## src/rtl/dxl_pkg.sv

```systemverilog
package dxl_pkg;

  typedef enum logic [2:0] {
    FLT_NONE  = 3'd0,
    FLT_ALIGN = 3'd1,
    FLT_PAGE  = 3'd2,
    FLT_ACV   = 3'd3,
    FLT_MISS  = 3'd4,
    FLT_DMISS = 3'd5,
    FLT_MCHK  = 3'd6,
    FLT_UNIMP = 3'd7
  } dxl_fault_e;

  localparam int FLG_WR    = 0;
  localparam int FLG_BADVA = 1;
  localparam int FLG_ACV   = 2;
  localparam int FLG_MISS  = 3;
  localparam int FLG_FONR  = 4;
  localparam int FLG_FONW  = 5;
  localparam int FLG_N     = 6;

  // path choice, made before the address exists
  typedef struct packed {
    logic selPhys;
    logic selSuper;
  } dxl_path_t;

  // final shaping, made once the address is checked
  typedef struct packed {
    logic zeroPa;
    logic clearUnc;
  } dxl_fin_t;

endpackage

```

## src/rtl/dxl_datapath.sv

```systemverilog
module dxl_datapath
  import dxl_pkg::*;
#(
  parameter int VA_W       = 64,
  parameter int VA_SIGN    = 47,
  parameter int PA_W       = 44,
  parameter int PPN_W      = 32,
  parameter int PAGE_SHIFT = 13
) (
  input  logic [VA_W-1:0]  va,
  input  logic [3:0]       sizeBytes,
  input  logic [PPN_W-1:0] ppn,
  input  dxl_path_t        pathStb,
  input  dxl_fin_t         finStb,
  output logic             misaligned,
  output logic             vaNonCanon,
  output logic             vaSuper,
  output logic             paRangeBad,
  output logic             paUnc,
  output logic             paIpr,
  output logic [PA_W-1:0]  paOut
);

  localparam int SUPER_LO   = VA_SIGN - 6;
  localparam int SP_EXT_BIT = PA_W - 4;
  localparam int UNC_BIT    = PA_W - 1;
  localparam int CLR_HI     = PA_W - 2;
  localparam int CLR_LO     = PA_W - 9;
  localparam logic [6:0] SUPER_TAG = 7'h7E;

  logic [VA_W-1:0]      superPa;
  logic [VA_W-1:0]      tablePa;
  logic [VA_W-1:0]      rawPa;
  logic [VA_W-VA_SIGN-1:0] upperBits;
  logic [PA_W-1:0]      uncMask;

  always_comb begin
    upperBits  = va[VA_W-1:VA_SIGN];
    vaNonCanon = !((&upperBits) || (~|upperBits));
    vaSuper    = (va[VA_SIGN:SUPER_LO] == SUPER_TAG);
    misaligned = |(va[3:0] & (sizeBytes - 4'd1));
  end

  always_comb begin
    superPa = '0;
    superPa[SP_EXT_BIT-1:0] = va[SP_EXT_BIT-1:0];
    if (va[SP_EXT_BIT]) superPa[PA_W-1:SP_EXT_BIT] = '1;
    tablePa = (VA_W'(ppn) << PAGE_SHIFT) | VA_W'(va[PAGE_SHIFT-1:0]);
    if (pathStb.selPhys)       rawPa = va;
    else if (pathStb.selSuper) rawPa = superPa;
    else                       rawPa = tablePa;
  end

  always_comb begin
    paRangeBad = |rawPa[VA_W-1:PA_W];
    paUnc      = rawPa[UNC_BIT];
    paIpr      = &rawPa[CLR_HI:CLR_LO];
    uncMask    = '0;
    uncMask[CLR_HI:CLR_LO] = '1;
    if (finStb.zeroPa)        paOut = '0;
    else if (finStb.clearUnc) paOut = rawPa[PA_W-1:0] & ~uncMask;
    else                      paOut = rawPa[PA_W-1:0];
  end

endmodule

```

## src/rtl/dxl_ctrl.sv

```systemverilog
module dxl_ctrl
  import dxl_pkg::*;
#(
  parameter int MODES  = 4,
  parameter int MODE_W = $clog2(MODES)
) (
  input  logic              isWrite,
  input  logic              physMode,
  input  logic              vpteReq,
  input  logic              altReq,
  input  logic              palPc,
  input  logic [MODE_W-1:0] curMode,
  input  logic [MODE_W-1:0] altMode,
  input  logic              tbHit,
  input  logic [MODES-1:0]  tbReadEn,
  input  logic [MODES-1:0]  tbWriteEn,
  input  logic              tbFonr,
  input  logic              tbFonw,
  input  logic              misaligned,
  input  logic              vaNonCanon,
  input  logic              vaSuper,
  input  logic              paRangeBad,
  input  logic              paUnc,
  input  logic              paIpr,
  output dxl_path_t         pathStb,
  output dxl_fin_t          finStb,
  output logic              faultValid,
  output dxl_fault_e        faultType,
  output logic [FLG_N-1:0]  faultFlags
);

  localparam logic [MODE_W-1:0] KERNEL = '0;

  logic [MODE_W-1:0] effMode;
  logic              tablePath;

  always_comb begin
    if (palPc) effMode = altReq ? altMode : KERNEL;
    else       effMode = curMode;
    pathStb.selPhys  = physMode;
    pathStb.selSuper = !physMode && !vaNonCanon && vaSuper;
    tablePath        = !physMode && !vaNonCanon && !vaSuper;
  end

  always_comb begin
    faultType  = FLT_NONE;
    faultFlags = '0;
    if (misaligned) begin
      faultType = FLT_ALIGN;
      faultFlags[FLG_WR] = isWrite;
    end else if (!physMode && vaNonCanon) begin
      faultType = FLT_PAGE;
      faultFlags[FLG_WR]    = isWrite;
      faultFlags[FLG_BADVA] = 1'b1;
      faultFlags[FLG_ACV]   = 1'b1;
    end else if (pathStb.selSuper && curMode != KERNEL) begin
      faultType = FLT_ACV;
      faultFlags[FLG_WR]  = isWrite;
      faultFlags[FLG_ACV] = 1'b1;
    end else if (tablePath && !tbHit) begin
      faultType = vpteReq ? FLT_DMISS : FLT_MISS;
      faultFlags[FLG_WR]   = isWrite;
      faultFlags[FLG_MISS] = 1'b1;
    end else if (tablePath && isWrite && !tbWriteEn[effMode]) begin
      faultType = FLT_PAGE;
      faultFlags[FLG_WR]   = 1'b1;
      faultFlags[FLG_ACV]  = 1'b1;
      faultFlags[FLG_FONW] = tbFonw;
    end else if (tablePath && isWrite && tbFonw) begin
      faultType = FLT_PAGE;
      faultFlags[FLG_WR]   = 1'b1;
      faultFlags[FLG_FONW] = 1'b1;
    end else if (tablePath && !isWrite && !tbReadEn[effMode]) begin
      faultType = FLT_ACV;
      faultFlags[FLG_ACV]  = 1'b1;
      faultFlags[FLG_FONR] = tbFonr;
    end else if (tablePath && !isWrite && tbFonr) begin
      faultType = FLT_PAGE;
      faultFlags[FLG_FONR] = 1'b1;
    end else if (paRangeBad) begin
      faultType = FLT_MCHK;
    end else if (paUnc && paIpr) begin
      faultType = FLT_UNIMP;
    end
    faultValid      = (faultType != FLT_NONE);
    finStb.zeroPa   = faultValid;
    finStb.clearUnc = !faultValid && paUnc;
  end

endmodule

```

## src/rtl/dxl_translate.sv

```systemverilog
module dxl_translate
  import dxl_pkg::*;
#(
  parameter int VA_W       = 64,
  parameter int VA_SIGN    = 47,
  parameter int PA_W       = 44,
  parameter int PPN_W      = 32,
  parameter int PAGE_SHIFT = 13,
  parameter int MODES      = 4,
  parameter int MODE_W     = $clog2(MODES)
) (
  input  logic              clk,
  input  logic              rstN,
  input  logic              reqValid,
  input  logic [VA_W-1:0]   va,
  input  logic [3:0]        sizeBytes,
  input  logic              isWrite,
  input  logic              physMode,
  input  logic              vpteReq,
  input  logic              altReq,
  input  logic              palPc,
  input  logic [MODE_W-1:0] curMode,
  input  logic [MODE_W-1:0] altMode,
  input  logic              tbHit,
  input  logic [PPN_W-1:0]  tbPpn,
  input  logic [MODES-1:0]  tbReadEn,
  input  logic [MODES-1:0]  tbWriteEn,
  input  logic              tbFonr,
  input  logic              tbFonw,
  output logic              rspValid,
  output logic [PA_W-1:0]   pa,
  output logic              uncacheable,
  output logic              faultValid,
  output logic [2:0]        faultType,
  output logic [FLG_N-1:0]  faultFlags
);

  dxl_path_t        pathStb;
  dxl_fin_t         finStb;
  logic             misaligned, vaNonCanon, vaSuper;
  logic             paRangeBad, paUnc, paIpr;
  logic [PA_W-1:0]  paNext;
  logic             faultNext;
  dxl_fault_e       typeNext;
  logic [FLG_N-1:0] flagsNext;

  dxl_datapath #(
    .VA_W(VA_W), .VA_SIGN(VA_SIGN), .PA_W(PA_W),
    .PPN_W(PPN_W), .PAGE_SHIFT(PAGE_SHIFT)
  ) u_dp (
    .va(va), .sizeBytes(sizeBytes), .ppn(tbPpn),
    .pathStb(pathStb), .finStb(finStb),
    .misaligned(misaligned), .vaNonCanon(vaNonCanon), .vaSuper(vaSuper),
    .paRangeBad(paRangeBad), .paUnc(paUnc), .paIpr(paIpr), .paOut(paNext)
  );

  dxl_ctrl #(.MODES(MODES), .MODE_W(MODE_W)) u_ctrl (
    .isWrite(isWrite), .physMode(physMode), .vpteReq(vpteReq),
    .altReq(altReq), .palPc(palPc), .curMode(curMode), .altMode(altMode),
    .tbHit(tbHit), .tbReadEn(tbReadEn), .tbWriteEn(tbWriteEn),
    .tbFonr(tbFonr), .tbFonw(tbFonw),
    .misaligned(misaligned), .vaNonCanon(vaNonCanon), .vaSuper(vaSuper),
    .paRangeBad(paRangeBad), .paUnc(paUnc), .paIpr(paIpr),
    .pathStb(pathStb), .finStb(finStb),
    .faultValid(faultNext), .faultType(typeNext), .faultFlags(flagsNext)
  );

  always_ff @(posedge clk) begin
    if (!rstN) begin
      rspValid    <= 1'b0;
      pa          <= '0;
      uncacheable <= 1'b0;
      faultValid  <= 1'b0;
      faultType   <= 3'd0;
      faultFlags  <= '0;
    end else begin
      rspValid <= reqValid;
      if (reqValid) begin
        pa          <= paNext;
        uncacheable <= finStb.clearUnc;
        faultValid  <= faultNext;
        faultType   <= typeNext;
        faultFlags  <= flagsNext;
      end
    end
  end

endmodule

```

## config.mk

```make
export PLATFORM = sky130hd
export DESIGN_NAME = dxl_translate
export DESIGN_NICKNAME = d
export VERILOG_FILES = /design/src/rtl/dxl_pkg.sv /design/src/rtl/dxl_datapath.sv /design/src/rtl/dxl_ctrl.sv /design/src/rtl/dxl_translate.sv
export SDC_FILE = /design/constraint.sdc
export NUM_CORES = 1
export LEC_CHECK = 0
export CORE_MARGIN = 3
export CORE_UTILIZATION = 25
export DETAILED_ROUTE_END_ITERATION = 7
export DONT_BUFFER_PORTS = 1
export GPL_TIMING_DRIVEN = 0
export SYNTH_ARGS = -nofsm -noshare
export SYNTH_HDL_FRONTEND = slang
export SYNTH_HIERARCHICAL = 1
export SYNTH_SLANG_ARGS = --single-unit
```

## constraint.sdc

```tcl
create_clock -name clk -period 9.3 [get_ports clk]
set_clock_uncertainty 0.1 [all_clocks]
set_input_delay 1.395 -clock clk [delete_from_list [all_inputs] [get_ports clk]]
set_output_delay 1.395 -clock clk [all_outputs]
set_load 0.03 [all_outputs]
```

======== Word level (Yosys, flattened, before mapping) ========
Cells that the tools add are included.
storage, ports and cells
  flip-flop bits (word level) ............. 56
  input bits .............................. 123
operators by class
  add/sub/neg operators ................... 1
  magnitude comparators ................... 1
  eq/ne operators ......................... 1
  muxes and demuxes ....................... 45
  bitwise operators ....................... 2
  reductions and logical operators ........ 31
operators with widths
  operator                                                                       count
  64-bit 2-to-1 mux                                                              2
  45-bit by 13-bit OR with 45-bit output                                         1
  44-bit 2-to-1 mux                                                              1
  43-bit 2-to-1 mux                                                              1
  3-bit 2-to-1 mux                                                               12
  1-bit 2-to-1 mux                                                               22
  20-bit OR reduction                                                            1
  17-bit AND reduction                                                           1
  17-bit OR reduction                                                            1
  1-bit logical AND                                                              14
  1-bit logical NOT                                                              9
  8-bit AND reduction                                                            1
  7-bit equality test (second input constant)                                    1
  2-bit 2-to-1 mux                                                               3
  5-bit 2-to-1 mux                                                               1
  4-bit bitwise AND                                                              1
  1-bit binary-select mux with 2-bit select                                      2
  4-bit 2-to-1 mux                                                               1
  4-bit OR reduction                                                             1
  4-bit by 1-bit subtractor with 4-bit output (second input constant)            1
  2-bit by 3-bit less-than comparator with 1-bit output (second input constant)  1
  3-bit nonzero test                                                             1
  2-bit nonzero test                                                             1
  1-bit logical OR                                                               1

======== Longest topological paths before layout ========
Gate-level depths: netlist (run 1).
  word-level depth ........................ 24
  gate-level depth with buffers ........... 25
  mapped depth without buffers ............ 20

======== By module ========
Netlist (run 1), hierarchy kept.
by module, submodules not included
  module         instances  cells an instance  area each (um2)  sequential area each (um2)
  dxl_translate  1          179                2125.8           1121.1
  dxl_datapath   1          159                818.3            0.0
  dxl_ctrl       1          65                 402.9            0.0

======== Worst setup path before layout (run 1) ========
OpenSTA, ideal clock, no wires.
  kind .................................... input to register
  start ................................... input port va[47]
  end ..................................... register pa[41]
  setup time .............................. 116 ps
  arrival ................................. 4868 ps
  required time ........................... 9084 ps
  setup slack ............................. 4216 ps
  cell stages on the path ................. 23
  buffers on the path ..................... 5
  path through ............................ or4_1 -> nor4_2 -> a41oi_1 -> nor3b_1 -> buf_6 -> or2_4 -> buf_6 -> a41oi_1 -> nor3_2 -> nand2_1 -> nor3_1 -> nand2_1 -> o311ai_1 -> a31oi_1 -> a211o_1 -> nand2_1 -> buf_4 -> clkbuf_1 -> or2_2 -> clkbuf_1 -> nor2_1 -> mux2i_1 -> nor2b_1
between the ends
  elaborated cells on any way between the ends .. 39
  those cells by class .................... 1 x eq/ne; 14 x mux; 24 x reduce/logical
RTL lines
  item                    RTL line             text
  from (decl)             dxl_translate.sv:15  input logic [VA_W-1:0] va,
  17-bit OR reduction     dxl_datapath.sv:39   vaNonCanon = !((&upperBits) || (~|upperBits));
  1-bit logical NOT       dxl_datapath.sv:39
  1-bit logical OR (*)    dxl_datapath.sv:39
  1-bit logical NOT (*)   dxl_datapath.sv:39
  via vaNonCanon          dxl_translate.sv:40  logic misaligned, vaNonCanon, vaSuper;
  1-bit logical AND (*)   dxl_ctrl.sv:51       end else if (!physMode && vaNonCanon) begin
  3-bit 2-to-1 mux (*)    dxl_ctrl.sv:51
  3-bit 2-to-1 mux (*)    dxl_ctrl.sv:48       if (misaligned) begin
  3-bit nonzero test (*)  dxl_ctrl.sv:85       faultValid = (faultType != FLT_NONE);
  via faultNext           dxl_translate.sv:43  logic faultNext;
  1-bit logical NOT       dxl_ctrl.sv:87       finStb.clearUnc = !faultValid && paUnc;
  1-bit logical AND       dxl_ctrl.sv:87
  43-bit 2-to-1 mux       dxl_datapath.sv:61   else if (finStb.clearUnc) paOut = rawPa[PA_W-1:0] & ~uncMask;
  44-bit 2-to-1 mux (*)   dxl_datapath.sv:60   if (finStb.zeroPa) paOut = '0;
  via paNext[41]          dxl_translate.sv:42  logic [PA_W-1:0] paNext;
  to (signal assigned)    dxl_translate.sv:79  pa <= paNext;
  to (decl)               dxl_translate.sv:31  output logic [PA_W-1:0] pa,
The timed path passes the listed nets; every way through them passes the cells marked *.
A chain may end at the register's enable or synchronous reset.

======== Final worst setup path (run 1) ========
  start ................................... input port va[52]
  end ..................................... register pa[38]
The elaborated chain is that of the path after synthesis.

==> results of run 1 <==
==> cell type report <==
class / count / area, µm²
Buffer: 27 / 189
Sequential cell: 56 / 1120
Inverter: 9 / 33.8
Tap cell: 172 / 215
Clock buffer: 6 / 129
Clock inverter: 2 / 35.0
Multi-Input combinational cell: 311 / 2000
Fill cell: 1393 / 9150
==> layer usage <==
metal | global-route usage, % | vias to the layer above | wire (µm)
met5 | 0 | - | 0
met3 | 3.06 | 6 | 781
met1 | 15.7 | 1313 | 4160
met2 | 21.2 | 132 | 4660
li1 | - | 1395 | -
met4 | 2.73 | 0 | 84
==> cells by family after synthesis <==
kind of cell | share of synthesized area, %
and+or+nand+nor | 30.8
muxes | 18.0
AOI/OAI and AO/OA | 10.2
DFF | 33.5
buffers and inverters | 6.65
xor gates and xnor gates | 0.523
adders and majority gates | 0.374
==> flip-flops by register name (all words and copies together) (netlist names) <==
| signal | cells |
|---|---|
| uncacheable | 1 |
| faultFlags | 6 |
| faultType | 3 |
| rspValid | 1 |
| pa | 44 |
| faultValid | 1 |
==> layout by cell type, fill, tap and decap left out, types with 3 or more instances in the layout <==
cell type	instances
sky130_fd_sc_hd__nor4_1	3
sky130_fd_sc_hd__a21oi_1	35
sky130_fd_sc_hd__nand4_1	5
sky130_fd_sc_hd__clkbuf_1	13
sky130_fd_sc_hd__buf_6	3
sky130_fd_sc_hd__nand2b_1	4
sky130_fd_sc_hd__nand3_1	7
sky130_fd_sc_hd__a32oi_1	4
sky130_fd_sc_hd__nor3_1	9
sky130_fd_sc_hd__dfxtp_1	56
sky130_fd_sc_hd__nor2b_1	70
sky130_fd_sc_hd__and3_1	3
sky130_fd_sc_hd__mux2i_1	59
sky130_fd_sc_hd__nand2_1	68
sky130_fd_sc_hd__o21ai_0	3
sky130_fd_sc_hd__buf_2	4
sky130_fd_sc_hd__buf_4	4
sky130_fd_sc_hd__buf_8	4
sky130_fd_sc_hd__o21ai_1	3
sky130_fd_sc_hd__inv_1	9
sky130_fd_sc_hd__nor2_1	7
sky130_fd_sc_hd__clkbuf_16	5
==> final timing paths <==
kind,to,slack [ns],cells past startpoint
setup / recovery,pa[38],3.51,24
hold reg to reg,pa[12],0.57,2
setup reg to reg,pa[27],8.34,2
hold / removal,pa[12],0.57,2
==> worst max-delay path: stages <==
cell                       delay [ns]
sky130_fd_sc_hd__nor4_1          0.35
sky130_fd_sc_hd__nand3_1         0.15
sky130_fd_sc_hd__nor4_2          0.31
sky130_fd_sc_hd__a41oi_1         0.22
sky130_fd_sc_hd__nor3b_1         0.36
sky130_fd_sc_hd__buf_6           0.17
sky130_fd_sc_hd__or2_4           0.15
sky130_fd_sc_hd__buf_6           0.15
sky130_fd_sc_hd__a41oi_1         0.16
sky130_fd_sc_hd__nor3_2          0.19
sky130_fd_sc_hd__nand2_1         0.07
sky130_fd_sc_hd__nor3_1          0.15
sky130_fd_sc_hd__nand2_1         0.09
sky130_fd_sc_hd__o311ai_1        0.09
sky130_fd_sc_hd__a31oi_1         0.08
sky130_fd_sc_hd__a211o_1         0.29
sky130_fd_sc_hd__nand2_1         0.10
sky130_fd_sc_hd__buf_4           0.10
sky130_fd_sc_hd__clkbuf_1        0.46
sky130_fd_sc_hd__or2_2           0.21
sky130_fd_sc_hd__clkbuf_1        0.29
sky130_fd_sc_hd__a21oi_1         0.09
sky130_fd_sc_hd__mux2i_1         0.17
sky130_fd_sc_hd__nor2b_1         0.06
==> power by group <==
| group | internal (mW) | switching, mW |
|---|---|---|
| clock network | 0.127 | 0.0860 |
| registers | 0.251 | 0.0295 |
| logic | 0.0414 | 0.0538 |
| total | 0.419 | 0.169 |
==> metrics.json, run 1 <==
{
  "result_of_the_run": {"value": "complete, no violations"},
  "detail_route.drc_violations": {"value": 0},
  "synth_largest_type_area_fraction": {"value": 33.5, "unit": "%"},
  "synth_seq_cells": {"value": 56},
  "clock_tree.root_cell": {"value": "sky130_fd_sc_hd__clkbuf_16"},
  "drv_cap": {"value": 0},
  "postCtsSetupBuffers": {"value": 0},
  "worstPathRequired": {"value": 9.38, "unit": "ns"},
  "report.final.setup_viol": {"value": 0},
  "antenna_violations_before_repair": {"value": 0},
  "hpwl": {"value": 7.79, "unit": "mm"},
  "cts_buffers": {"value": 5},
  "worst_skew_pair.late_latency": {"value": 0.29, "unit": "ns"},
  "r2r_start": {"value": "pa[27]"},
  "layout_min_cycle_time": {"value": 5.79, "unit": "ns"},
  "clock_tree.buffer_depth": {"value": 2},
  "final_critical_path_setup_slack": {"value": 3.51, "unit": "ns"},
  "worst_ir_drop_vdd": {"value": 0.0000669, "unit": "V"},
  "rows": {"value": 41},
  "power_density": {"value": 158, "unit": "mW/mm²"},
  "area_growth_syn_to_layout": {"value": 11.3, "unit": "%"},
  "clock_pin_slew_worst_setup_and_hold_paths": {"value": 0.07, "unit": "ns"},
  "synth.cell_area": {"value": 0.00335, "unit": "mm²"},
  "floorplan.core_area": {"value": 0.0129, "unit": "mm²"},
  "synthDistinctLibCells": {"value": 46},
  "die_extent_in_x": {"value": 122, "unit": "µm"},
  "postLayoutCellArea": {"value": 0.00373, "unit": "mm²"},
  "yosysTopAreaCell": {"value": "sky130_fd_sc_hd__dfxtp_1"},
  "layout.core_utilization": {"value": 28.9, "unit": "%"},
  "first_global_vias": {"value": 2783},
  "fp.dieH": {"value": 122, "unit": "µm"},
  "yosysSeqAreaShare": {"value": 33.5, "unit": "%"},
  "synth_edf_count": {"value": 0},
  "cp_data_arrival_time": {"value": 5.87, "unit": "ns"},
  "place_congestion": {"value": 0.790},
  "ant_nets": {"value": 0},
  "holdCritPathClass": {"value": "flop to flop"},
  "drt_pass1_iterations": {"value": 5},
  "fp.dieArea": {"value": 0.0148, "unit": "mm²"},
  "htree_num_levels": {"value": 2},
  "crit_path_start": {"value": "va[52]"},
  "cts_hold_repair.buffers": {"value": 0},
  "gate_count_of_the_mapped_netlist": {"value": 403},
  "insertedDiodeCount": {"value": 0},
  "grt.total_usage": {"value": 12.4, "unit": "%"},
  "avgRoutedWirePerCell": {"value": 16.6, "unit": "µm"},
  "worst-slew-pin-transition": {"value": 0.750, "unit": "ns"},
  "yosysWarningCount": {"value": 6},
  "finalMaxSlewViolations": {"value": 0},
  "grt_overflow_total": {"value": 0},
  "layout_worst_path_cycle_share": {"value": 62.3, "unit": "%"},
  "unrepaired_setup_endpoints_after_global_routing": {"value": "false"},
  "synth_area_leaders": {"value": "sky130_fd_sc_hd__dfxtp_1 (33%), sky130_fd_sc_hd__mux2i_1 (18%), sky130_fd_sc_hd__nor2b_1 (13%)"},
  "synth.top_cells.by_count": {"value": "sky130_fd_sc_hd__nor2b_1 (70), sky130_fd_sc_hd__nand2_1 (68), sky130_fd_sc_hd__mux2i_1 (59)"},
  "grt_pass1_wl": {"value": 14.6, "unit": "mm"},
  "synth.net_count": {"value": 527},
  "drive_above_1_share": {"value": 7.79, "unit": "%"},
  "synth_most_common_cell": {"value": "sky130_fd_sc_hd__nor2b_1"},
  "post-place-cells": {"value": 575},
  "route.detailed.vias_per_inst": {"value": 4.88},
  "cp_startpoint_kind": {"value": "input pin"},
  "critical_path_class": {"value": "input pin to flop"},
  "timing.final.hold_violations": {"value": 0},
  "ys.flop_type": {"value": "sky130_fd_sc_hd__dfxtp_1"},
  "synth_area_per_cell": {"value": 8.31, "unit": "µm²"},
  "critPathCaptureType": {"value": "flop"},
  "fmaxAchievable": {"value": 173, "unit": "MHz"},
  "port_buffers": {"value": 0},
  "nNetsFinal": {"value": 534},
  "final.hold.worst_slack": {"value": 0.574, "unit": "ns"},
  "critical_path_peak_fanout": {"value": 10},
  "static-leakage-power": {"value": 1.44, "unit": "nW"},
  "cts.sinks": {"value": 56},
  "pin_count": {"value": 179},
  "routed_wirelength": {"value": 9.68, "unit": "mm"},
  "initial_utilization": {"value": 26.0, "unit": "%"},
  "detailed_route_via_count": {"value": 2846},
  "detailed_place.area": {"value": 0.00356, "unit": "mm²"},
  "maximum_number_of_pins_on_one_net_before_global_route_repair": {"value": 17},
  "post_cts.resized_instances": {"value": 0},
  "cts_tree": {"value": "built"},
  "fin_tns_setup": {"value": 0, "unit": "ns"},
  "report.power.total": {"value": 0.588, "unit": "mW"},
  "initial_detailed_routing_violation_count": {"value": 75},
  "stdcell_count": {"value": 583},
  "relSlewSlack": {"value": 49.4, "unit": "%"},
  "async_flop_share": {"value": 0, "unit": "%"},
  "pre_cts_ws": {"value": 3.12, "unit": "ns"},
  "hold_start": {"value": "pa[12]"}
}
(Power assumes the default switching activity.)
==> inputs of run 2 (changes only) <==
--- a/config.mk
+++ b/config.mk
@@ -5,6 +5,7 @@
 export SDC_FILE = /design/constraint.sdc
 export NUM_CORES = 1
 export LEC_CHECK = 0
+export ABC_AREA = 1
 export CORE_MARGIN = 3
 export CORE_UTILIZATION = 25
 export DETAILED_ROUTE_END_ITERATION = 7
==> constraint.sdc (replaced) <==
create_clock -name clk -period 5.5 [get_ports clk]
set_clock_uncertainty 0.1 [all_clocks]
set_input_delay 0.825 -clock clk [delete_from_list [all_inputs] [get_ports clk]]
set_output_delay 0.825 -clock clk [all_outputs]
set_load 0.03 [all_outputs]
==> run 2 against run 1 <==
Sequential power rose by 81%. Worst setup slack got worse by 2.4 ns. Largest cell class unchanged. Non-clock buffer count rose by 1. Global-route usage rose by 0.73 points. Highest routed layer unchanged. Critical endpoint is now pa[32].
==> metrics.json, run 2 <==
{
  "result_of_the_run": {"value": "complete, no violations"},
  "cpMaxStageDelayCell": {"value": "sky130_fd_sc_hd__nor3_1"},
  "finalMaxSlewViolations": {"value": 0, "change": "unchanged"},
  "cts.sinks": {"value": 56, "change": "unchanged"},
  "timing.final.hold_violations": {"value": 0, "change": "unchanged"},
  "synth.top_cells.by_count": {"value": "sky130_fd_sc_hd__nor2_1 (214), sky130_fd_sc_hd__nand2_1 (173), sky130_fd_sc_hd__inv_1 (108)"},
  "synth_area_leaders": {"value": "sky130_fd_sc_hd__dfxtp_1 (31%), sky130_fd_sc_hd__nor2_1 (22%), sky130_fd_sc_hd__nand2_1 (18%)"},
  "relSlewSlack": {"value": 52.8, "unit": "%", "change": "+3.4 points"},
  "clock_pin_slew_worst_setup_and_hold_paths": {"value": 0.08, "unit": "ns", "change": "about the same"},
  "initial_detailed_routing_violation_count": {"value": 102, "change": "+36%"},
  "largest_reg_flops": {"value": 44, "change": "unchanged"},
  "fp.dieArea": {"value": 0.0162, "unit": "mm²", "change": "+9.2%"},
  "min_path_cells": {"value": 2, "change": "unchanged"},
  "fin_tns_setup": {"value": 0, "unit": "ns", "change": "unchanged"},
  "most_common_cell_after_layout_fill_and_taps_aside": {"value": "sky130_fd_sc_hd__nor2_1"},
  "cpLargestDelayFamily": {"value": "simple AND/OR/NAND/NOR gates"},
  "drive_above_1_share": {"value": 7.54, "unit": "%", "change": "-0.24 points"},
  "detailed_route_via_count": {"value": 3598, "change": "+26%"},
  "final.hold.worst_slack": {"value": 0.517, "unit": "ns", "change": "-0.0576 ns"},
  "critical_path_peak_fanout": {"value": 10, "change": "unchanged"},
  "hpwl": {"value": 9.10, "unit": "mm", "change": "+17%"},
  "worst-slew-pin-transition": {"value": 0.703, "unit": "ns", "change": "-0.0470 ns"},
  "synth_most_common_cell": {"value": "sky130_fd_sc_hd__nor2_1"},
  "gate_count_of_the_mapped_netlist": {"value": 668, "change": "+66%"},
  "r2r-end": {"value": "pa[15]"},
  "unrepaired_setup_endpoints_after_global_routing": {"value": "false"},
  "initial_utilization": {"value": 26.0, "unit": "%", "change": "+0.049 points"},
  "maximum_number_of_pins_on_one_net_before_global_route_repair": {"value": 20, "change": "+3"},
  "buffers_plus_inverters_on_the_worst_setup_path": {"value": 6, "change": "+1"},
  "worstPathRequired": {"value": 5.64, "unit": "ns", "change": "-3.74 ns"},
  "synth_edf_count": {"value": 0, "change": "unchanged"},
  "synth.cell_area": {"value": 0.00367, "unit": "mm²", "change": "+9.7%"},
  "avgRoutedWirePerCell": {"value": 12.7, "unit": "µm", "change": "-24%"},
  "async_flop_share": {"value": 0, "unit": "%", "change": "unchanged"},
  "grt_pass1_wl": {"value": 16.9, "unit": "mm", "change": "+16%"},
  "drt_pass1_iterations": {"value": 4, "change": "-1"},
  "area_growth_syn_to_layout": {"value": 10.3, "unit": "%"},
  "report.final.setup_viol": {"value": 0, "change": "unchanged"},
  "die_extent_in_x": {"value": 127, "unit": "µm", "change": "+4.5%"},
  "top_register": {"value": "pa"},
  "worst_ir_drop_vdd": {"value": 0.000136, "unit": "V", "change": "+100%"},
  "grt_overflow_total": {"value": 0, "change": "unchanged"},
  "yosysTopAreaCell": {"value": "sky130_fd_sc_hd__dfxtp_1"},
  "synthDistinctLibCells": {"value": 30, "change": "-35%"},
  "cp_slowest_stage_delay": {"value": 0.55, "unit": "ns", "change": "+0.09 ns"},
  "yosysWarningCount": {"value": 6, "change": "unchanged"},
  "rows": {"value": 43, "change": "+4.9%"},
  "cp_startpoint_kind": {"value": "input pin"},
  "worstRegToRegCells": {"value": 2, "change": "unchanged"},
  "fp.dieH": {"value": 127, "unit": "µm", "change": "+4.5%"},
  "hold_start": {"value": "pa[11]"},
  "antenna_violations_before_repair": {"value": 0, "change": "unchanged"},
  "cts_tree": {"value": "built"},
  "static-leakage-power": {"value": 2.09, "unit": "nW", "change": "+45%"},
  "setup.reg_to_reg.worst_slack": {"value": 4.60, "unit": "ns", "change": "-3.74 ns"},
  "synth_largest_type_area_fraction": {"value": 30.5, "unit": "%", "change": "-3.0 points"},
  "power_density": {"value": 258, "unit": "mW/mm²", "change": "+64%"},
  "clock_tree.buffer_depth": {"value": 2, "change": "unchanged"},
  "first_global_vias": {"value": 3371, "change": "+21%"},
  "synth_seq_cells": {"value": 56, "change": "unchanged"},
  "insertedDiodeCount": {"value": 0, "change": "unchanged"},
  "pre_cts_ws": {"value": 0.749, "unit": "ns", "change": "-2.37 ns"},
  "cp_data_arrival_time": {"value": 4.51, "unit": "ns", "change": "-1.36 ns"},
  "critical_path_class": {"value": "input pin to flop"},
  "post_cts.resized_instances": {"value": 0, "change": "unchanged"},
  "detail_route.drc_violations": {"value": 0, "change": "unchanged"},
  "yosysSeqAreaShare": {"value": 30.5, "unit": "%", "change": "-3.0 points"},
  "synth.net_count": {"value": 792, "change": "+50%"},
  "pin_count": {"value": 179, "change": "unchanged"},
  "timing.critical_path.mode_cell": {"value": "sky130_fd_sc_hd__nand2_1"},
  "holdCritPathClass": {"value": "flop to flop"},
  "postCtsSetupBuffers": {"value": 0, "change": "unchanged"},
  "grt.total_usage": {"value": 13.1, "unit": "%", "change": "+0.73 points"},
  "layout_min_cycle_time": {"value": 4.37, "unit": "ns"},
  "htree_num_levels": {"value": 2, "change": "unchanged"},
  "cts_hold_repair.buffers": {"value": 0, "change": "unchanged"},
  "most_used_cells_in_the_layout_excluding_fill_and_tap_cells": {"value": "sky130_fd_sc_hd__nor2_1 (214), sky130_fd_sc_hd__nand2_1 (173), sky130_fd_sc_hd__inv_1 (108), sky130_fd_sc_hd__dfxtp_1 (56), sky130_fd_sc_hd__o21ai_0 (26)"},
  "fmaxAchievable": {"value": 229, "unit": "MHz"},
  "cts_buffers": {"value": 5, "change": "unchanged"},
  "final_critical_path_setup_slack": {"value": 1.13, "unit": "ns", "change": "-2.38 ns"},
  "floorplan.core_area": {"value": 0.0141, "unit": "mm²", "change": "+9.5%"},
  "layout_worst_path_cycle_share": {"value": 79.4, "unit": "%"},
  "place_congestion": {"value": 0.793, "change": "+0.30%"},
  "routed_wirelength": {"value": 10.8, "unit": "mm", "change": "+12%"},
  "clock_tree.root_cell": {"value": "sky130_fd_sc_hd__clkbuf_16"},
  "reg_top3": {"value": "pa: 44 flops, faultFlags: 6 flops, faultType: 3 flops"},
  "timing.hold.worst_endpoint": {"value": "pa[11]"},
  "nNetsFinal": {"value": 799, "change": "+50%"},
  "ant_nets": {"value": 0, "change": "unchanged"},
  "worst_skew_pair.late_latency": {"value": 0.30, "unit": "ns", "change": "about the same"},
  "synth_area_per_cell": {"value": 5.50, "unit": "µm²", "change": "-34%"},
  "r2r_start": {"value": "pa[15]"},
  "route.detailed.vias_per_inst": {"value": 4.20, "change": "-14%"},
  "port_buffers": {"value": 0, "change": "unchanged"},
  "ys.flop_type": {"value": "sky130_fd_sc_hd__dfxtp_1"},
  "report.power.total": {"value": 1.05, "unit": "mW", "change": "+78%"},
  "critPathCaptureType": {"value": "flop"},
  "drv_cap": {"value": 0, "change": "unchanged"}
}
## run 2: cell count changes after synthesis, sizes merged, moves of 6 or more
cell / change
o21ai: +24
clkbuf: -7
nor2: +210
a21oi: -32
nor3: -10
nor4: -6
inv: +101
nand3: +14
buf: +8
mux2i: -59
nand2: +115
nor2b: -70
## run 2: how the worst max path moves through the flow
stage | start | endpoint | slack (ns) | cells after the start
after CTS | va[47] | pa[26] | 1.05 | 25
after global placement | va[47] | pa[26] | 0.74 | 25
final | va[47] | pa[32] | 1.13 | 25
after floorplan | va[51] | pa[26] | 1.76 | 28
after global routing | va[61] | pa[26] | 0.66 | 28
after detailed placement | va[47] | pa[26] | 0.75 | 25
## run 2: through the flow
step	cells	instance area (µm²)	utilization, %
global route	856	4050	28.7
global placement	848	3900	27.6
floorplan	668	3670	-
finish	856	4050	28.7
CTS	856	4050	28.7
detailed placement	848	3900	27.6
## run 2: power breakdown
group	switching (mW)	total, mW	leakage [nW]	internal [mW]
Sequential	0.0751	0.508	0.463	0.433
Combinational	0.131	0.206	1.55	0.0753
Clock	0.159	0.332	0.0719	0.173
Total	0.364	1.05	2.09	0.682
## run 2: final cells by class
| class | instances | area [µm²] |
|---|---|---|
| fill | 1659 | 10000 |
| multi-input combinational | 473 | 1970 |
| sequential | 56 | 1120 |
| inverter | 111 | 430 |
| tap | 180 | 225 |
| buffer | 28 | 154 |
| clock buffer | 5 | 125 |
| clock inverter | 3 | 27.5 |
## run 2: logic make-up (layout without fill, tap and decap cells)
group / count (synthesis) / after routing / synth area share, %
fa+ha+maj: 1 / 1 / 0.341
simple gates: 435 / 435 / 48.0
buf+inv: 139 / 147 / 15.9
compound gates: 37 / 37 / 5.18
flops: 56 / 56 / 30.5
## run 2: worst min-delay path, cell delays in order (launching register included)
cell and delay, ns:
sky130_fd_sc_hd__dfxtp_1 0.41, sky130_fd_sc_hd__nor2_1 0.12, sky130_fd_sc_hd__nor2_1 0.05
## run 2: layer usage
layer	wire length [µm]	vias to the layer above	global-route usage (%)
li1	-	1967	-
met3	1220	6	5.52
met2	5000	130	23.0
met4	89	0	2.46
met5	0	-	0
met1	4520	1495	15.0
==> inputs of run 3 (changes only) <==
==> constraint.sdc (replaced) <==
create_clock -name clk -period 3.8 [get_ports clk]
set_clock_uncertainty 0.1 [all_clocks]
set_input_delay 0.57 -clock clk [delete_from_list [all_inputs] [get_ports clk]]
set_output_delay 0.57 -clock clk [all_outputs]
set_load 0.03 [all_outputs]
==> run 3 against run 2 <==
Hold slack worse by 0.10 ns. Highest routed layer unchanged. Cell count unchanged. Via count up 0.19%. Utilization up 0.25 points. Global-route usage about the same.
==> metrics.json, run 3 (synthesis gave the netlist of run 2 again) <==
{
  "postCtsSetupBuffers": {"value": 0, "change": "unchanged"},
  "worstPathRequired": {"value": 3.90, "unit": "ns", "change": "-1.74 ns"},
  "unrepaired_setup_endpoints_after_global_routing": {"value": "true"},
  "htree_num_levels": {"value": 2, "change": "unchanged"},
  "largest_reg_flops": {"value": 44, "change": "unchanged"},
  "first_global_vias": {"value": 3372, "change": "+0.030%"},
  "stdcell_count": {"value": 856, "change": "unchanged"},
  "reg_top3": {"value": "pa: 44 flops, faultFlags: 6 flops, faultType: 3 flops"},
  "report.final.setup_viol": {"value": 0, "change": "unchanged"},
  "die_extent_in_x": {"value": 127, "unit": "µm", "change": "unchanged"},
  "nNetsFinal": {"value": 799, "change": "unchanged"},
  "final.hold.worst_slack": {"value": 0.417, "unit": "ns", "change": "-0.0998 ns"},
  "power_density": {"value": 372, "unit": "mW/mm²", "change": "+44%"},
  "topRoutingLayerUsed": {"value": "met4"},
  "critPathCaptureType": {"value": "flop"},
  "fmaxAchievable": {"value": 293, "unit": "MHz"},
  "clock_tree.root_cell": {"value": "sky130_fd_sc_hd__clkbuf_16"},
  "holdCritPathClass": {"value": "input pin to flop"},
  "worst-slew-pin-transition": {"value": 0.508, "unit": "ns", "change": "-0.195 ns"},
  "detailed_route_via_count": {"value": 3605, "change": "+0.19%"},
  "fp.dieArea": {"value": 0.0162, "unit": "mm²", "change": "unchanged"},
  "ant_nets": {"value": 0, "change": "unchanged"},
  "grt_pass1_wl": {"value": 16.9, "unit": "mm", "change": "unchanged"},
  "detailed_place.area": {"value": 0.00390, "unit": "mm²", "change": "unchanged"},
  "worst_ir_drop_vdd": {"value": 0.000197, "unit": "V", "change": "+45%"},
  "routed_wirelength": {"value": 10.8, "unit": "mm", "change": "-0.25%"},
  "initial_utilization": {"value": 26.0, "unit": "%", "change": "unchanged"},
  "top_register": {"value": "pa"},
  "place_congestion": {"value": 0.793, "change": "unchanged"},
  "antenna_violations_before_repair": {"value": 0, "change": "unchanged"},
  "layout_worst_path_cycle_share": {"value": 89.8, "unit": "%"},
  "fin_tns_setup": {"value": 0, "unit": "ns", "change": "unchanged"},
  "pin_count": {"value": 179, "change": "unchanged"},
  "critical_path_peak_fanout": {"value": 10, "change": "unchanged"},
  "insertedDiodeCount": {"value": 0, "change": "unchanged"},
  "r2r_start": {"value": "pa[15]"},
  "timing.final.hold_violations": {"value": 0, "change": "unchanged"},
  "clock_tree.buffer_depth": {"value": 2, "change": "unchanged"},
  "drive_above_1_share": {"value": 8.58, "unit": "%", "change": "+1.0 points"},
  "clock_pin_slew_worst_setup_and_hold_paths": {"value": 0.08, "unit": "ns", "change": "about the same"},
  "drv_cap": {"value": 0, "change": "unchanged"},
  "report.power.total": {"value": 1.52, "unit": "mW", "change": "+45%"},
  "most_common_cell_after_layout_fill_and_taps_aside": {"value": "sky130_fd_sc_hd__nor2_1"},
  "met1Wirelength": {"value": 4.49, "unit": "mm", "change": "-0.75%"},
  "cts_hold_repair.buffers": {"value": 0, "change": "unchanged"},
  "hold_start": {"value": "va[11]"},
  "floorplan.core_area": {"value": 0.0141, "unit": "mm²", "change": "unchanged"},
  "grt_overflow_total": {"value": 0, "change": "unchanged"},
  "layout.core_utilization": {"value": 29.0, "unit": "%", "change": "+0.25 points"},
  "finalMaxSlewViolations": {"value": 0, "change": "unchanged"},
  "final_critical_path_setup_slack": {"value": 0.387, "unit": "ns", "change": "-0.747 ns"},
  "route.detailed.vias_per_inst": {"value": 4.21, "change": "+0.19%"},
  "crit_path_start": {"value": "va[47]"},
  "pre_cts_ws": {"value": -0.696, "unit": "ns", "change": "-1.44 ns"},
  "cts_tree": {"value": "built"},
  "area_growth_syn_to_layout": {"value": 11.2, "unit": "%"},
  "post-place-cells": {"value": 848, "change": "unchanged"},
  "worst_skew_pair.late_latency": {"value": 0.30, "unit": "ns", "change": "about the same"},
  "cp_data_arrival_time": {"value": 3.51, "unit": "ns", "change": "-1.00 ns"},
  "result_of_the_run": {"value": "complete, no violations"},
  "grt.total_usage": {"value": 13.1, "unit": "%", "change": "about the same"},
  "rows": {"value": 43, "change": "unchanged"},
  "cp_startpoint_kind": {"value": "input pin"},
  "critical_path_class": {"value": "input pin to flop"},
  "static-leakage-power": {"value": 2.10, "unit": "nW", "change": "+0.35%"},
  "layout_min_cycle_time": {"value": 3.41, "unit": "ns"},
  "port_buffers": {"value": 0, "change": "unchanged"},
  "detail_route.drc_violations": {"value": 0, "change": "unchanged"},
  "fp.dieH": {"value": 127, "unit": "µm", "change": "unchanged"},
  "maximum_number_of_pins_on_one_net_before_global_route_repair": {"value": 20, "change": "unchanged"},
  "most_used_cells_in_the_layout_excluding_fill_and_tap_cells": {"value": "sky130_fd_sc_hd__nor2_1 (212), sky130_fd_sc_hd__nand2_1 (173), sky130_fd_sc_hd__inv_1 (107), sky130_fd_sc_hd__dfxtp_1 (56), sky130_fd_sc_hd__o21ai_0 (26)"},
  "initial_detailed_routing_violation_count": {"value": 110, "change": "+7.8%"},
  "cts_buffers": {"value": 5, "change": "unchanged"},
  "postLayoutCellArea": {"value": 0.00408, "unit": "mm²", "change": "+0.87%"},
  "dr_wl_met3": {"value": 1.23, "unit": "mm", "change": "+0.57%"},
  "hpwl": {"value": 9.10, "unit": "mm", "change": "unchanged"},
  "cts.sinks": {"value": 56, "change": "unchanged"},
  "avgRoutedWirePerCell": {"value": 12.6, "unit": "µm", "change": "-0.25%"},
  "relSlewSlack": {"value": 66.2, "unit": "%", "change": "+13 points"},
  "routed_wire_length_on_met2": {"value": 5.00, "unit": "mm", "change": "about the same"},
  "drt_pass1_iterations": {"value": 5, "change": "+1"}
}
==> run 3: worst paths after layout <==
| check | end | slack (ns) | depth (start not counted) |
|---|---|---|---|
| max | pa[17] | 0.39 | 26 |
| min | pa[11] | 0.42 | 6 |
| max reg2reg | pa[15] | 2.90 | 2 |
| min reg2reg | pa[11] | 0.52 | 2 |
==> run 3: critical path, stage by stage <==
cell and delay, ns:
sky130_fd_sc_hd__nand3_1 0.09, sky130_fd_sc_hd__nor4b_1 0.37, sky130_fd_sc_hd__inv_2 0.10, sky130_fd_sc_hd__nor3_4 0.26
sky130_fd_sc_hd__nor2_4 0.12, sky130_fd_sc_hd__buf_6 0.17, sky130_fd_sc_hd__nand2_2 0.06, sky130_fd_sc_hd__nand2_2 0.05
sky130_fd_sc_hd__nor2_1 0.10, sky130_fd_sc_hd__nand2_1 0.08, sky130_fd_sc_hd__nor2_2 0.16, sky130_fd_sc_hd__nand4_1 0.11
sky130_fd_sc_hd__nand2_1 0.08, sky130_fd_sc_hd__nand4_1 0.07, sky130_fd_sc_hd__nand2_1 0.09, sky130_fd_sc_hd__nand2_2 0.06
sky130_fd_sc_hd__nand3_2 0.10, sky130_fd_sc_hd__buf_4 0.18, sky130_fd_sc_hd__clkinvlp_4 0.14, sky130_fd_sc_hd__clkbuf_4 0.19
sky130_fd_sc_hd__o21ai_0 0.09, sky130_fd_sc_hd__nor2_1 0.07, sky130_fd_sc_hd__inv_1 0.06, sky130_fd_sc_hd__nand2_1 0.04
sky130_fd_sc_hd__nand2_1 0.06, sky130_fd_sc_hd__nor2_1 0.04
==> run 3: timing repair <==
| action | 4_1_cts | 5_1_grt |
|---|---|---|
| setup endpoints to repair | 36 | 32 |
| cloned | 0 | 0 |
| pin swaps | 0 | 2 |
| resized for setup | 3 | 11 |
==> run 3: area by class of cell <==
class | instances | area, µm²
plain buffers | 28 | 165
well taps | 180 | 225
clock inverters | 3 | 27.5
multi-input cells | 473 | 1990
inverters | 111 | 434
flip-flops and latches | 56 | 1120
clock buffers | 5 | 125
fillers | 1655 | 10000
==> run 3: layer usage <==
layer  GRT usage, %  vias up
met5              0        -
li1               -     1970
met3           5.52        6
met4           2.46        0
met2           23.0      132
met1           15.0     1497
==> run 3: where the power goes <==
group	internal (mW)	leakage, nW	switching [mW]
sequential	0.627	0.463	0.109
clock	0.251	0.0719	0.230
combinational	0.114	1.56	0.190
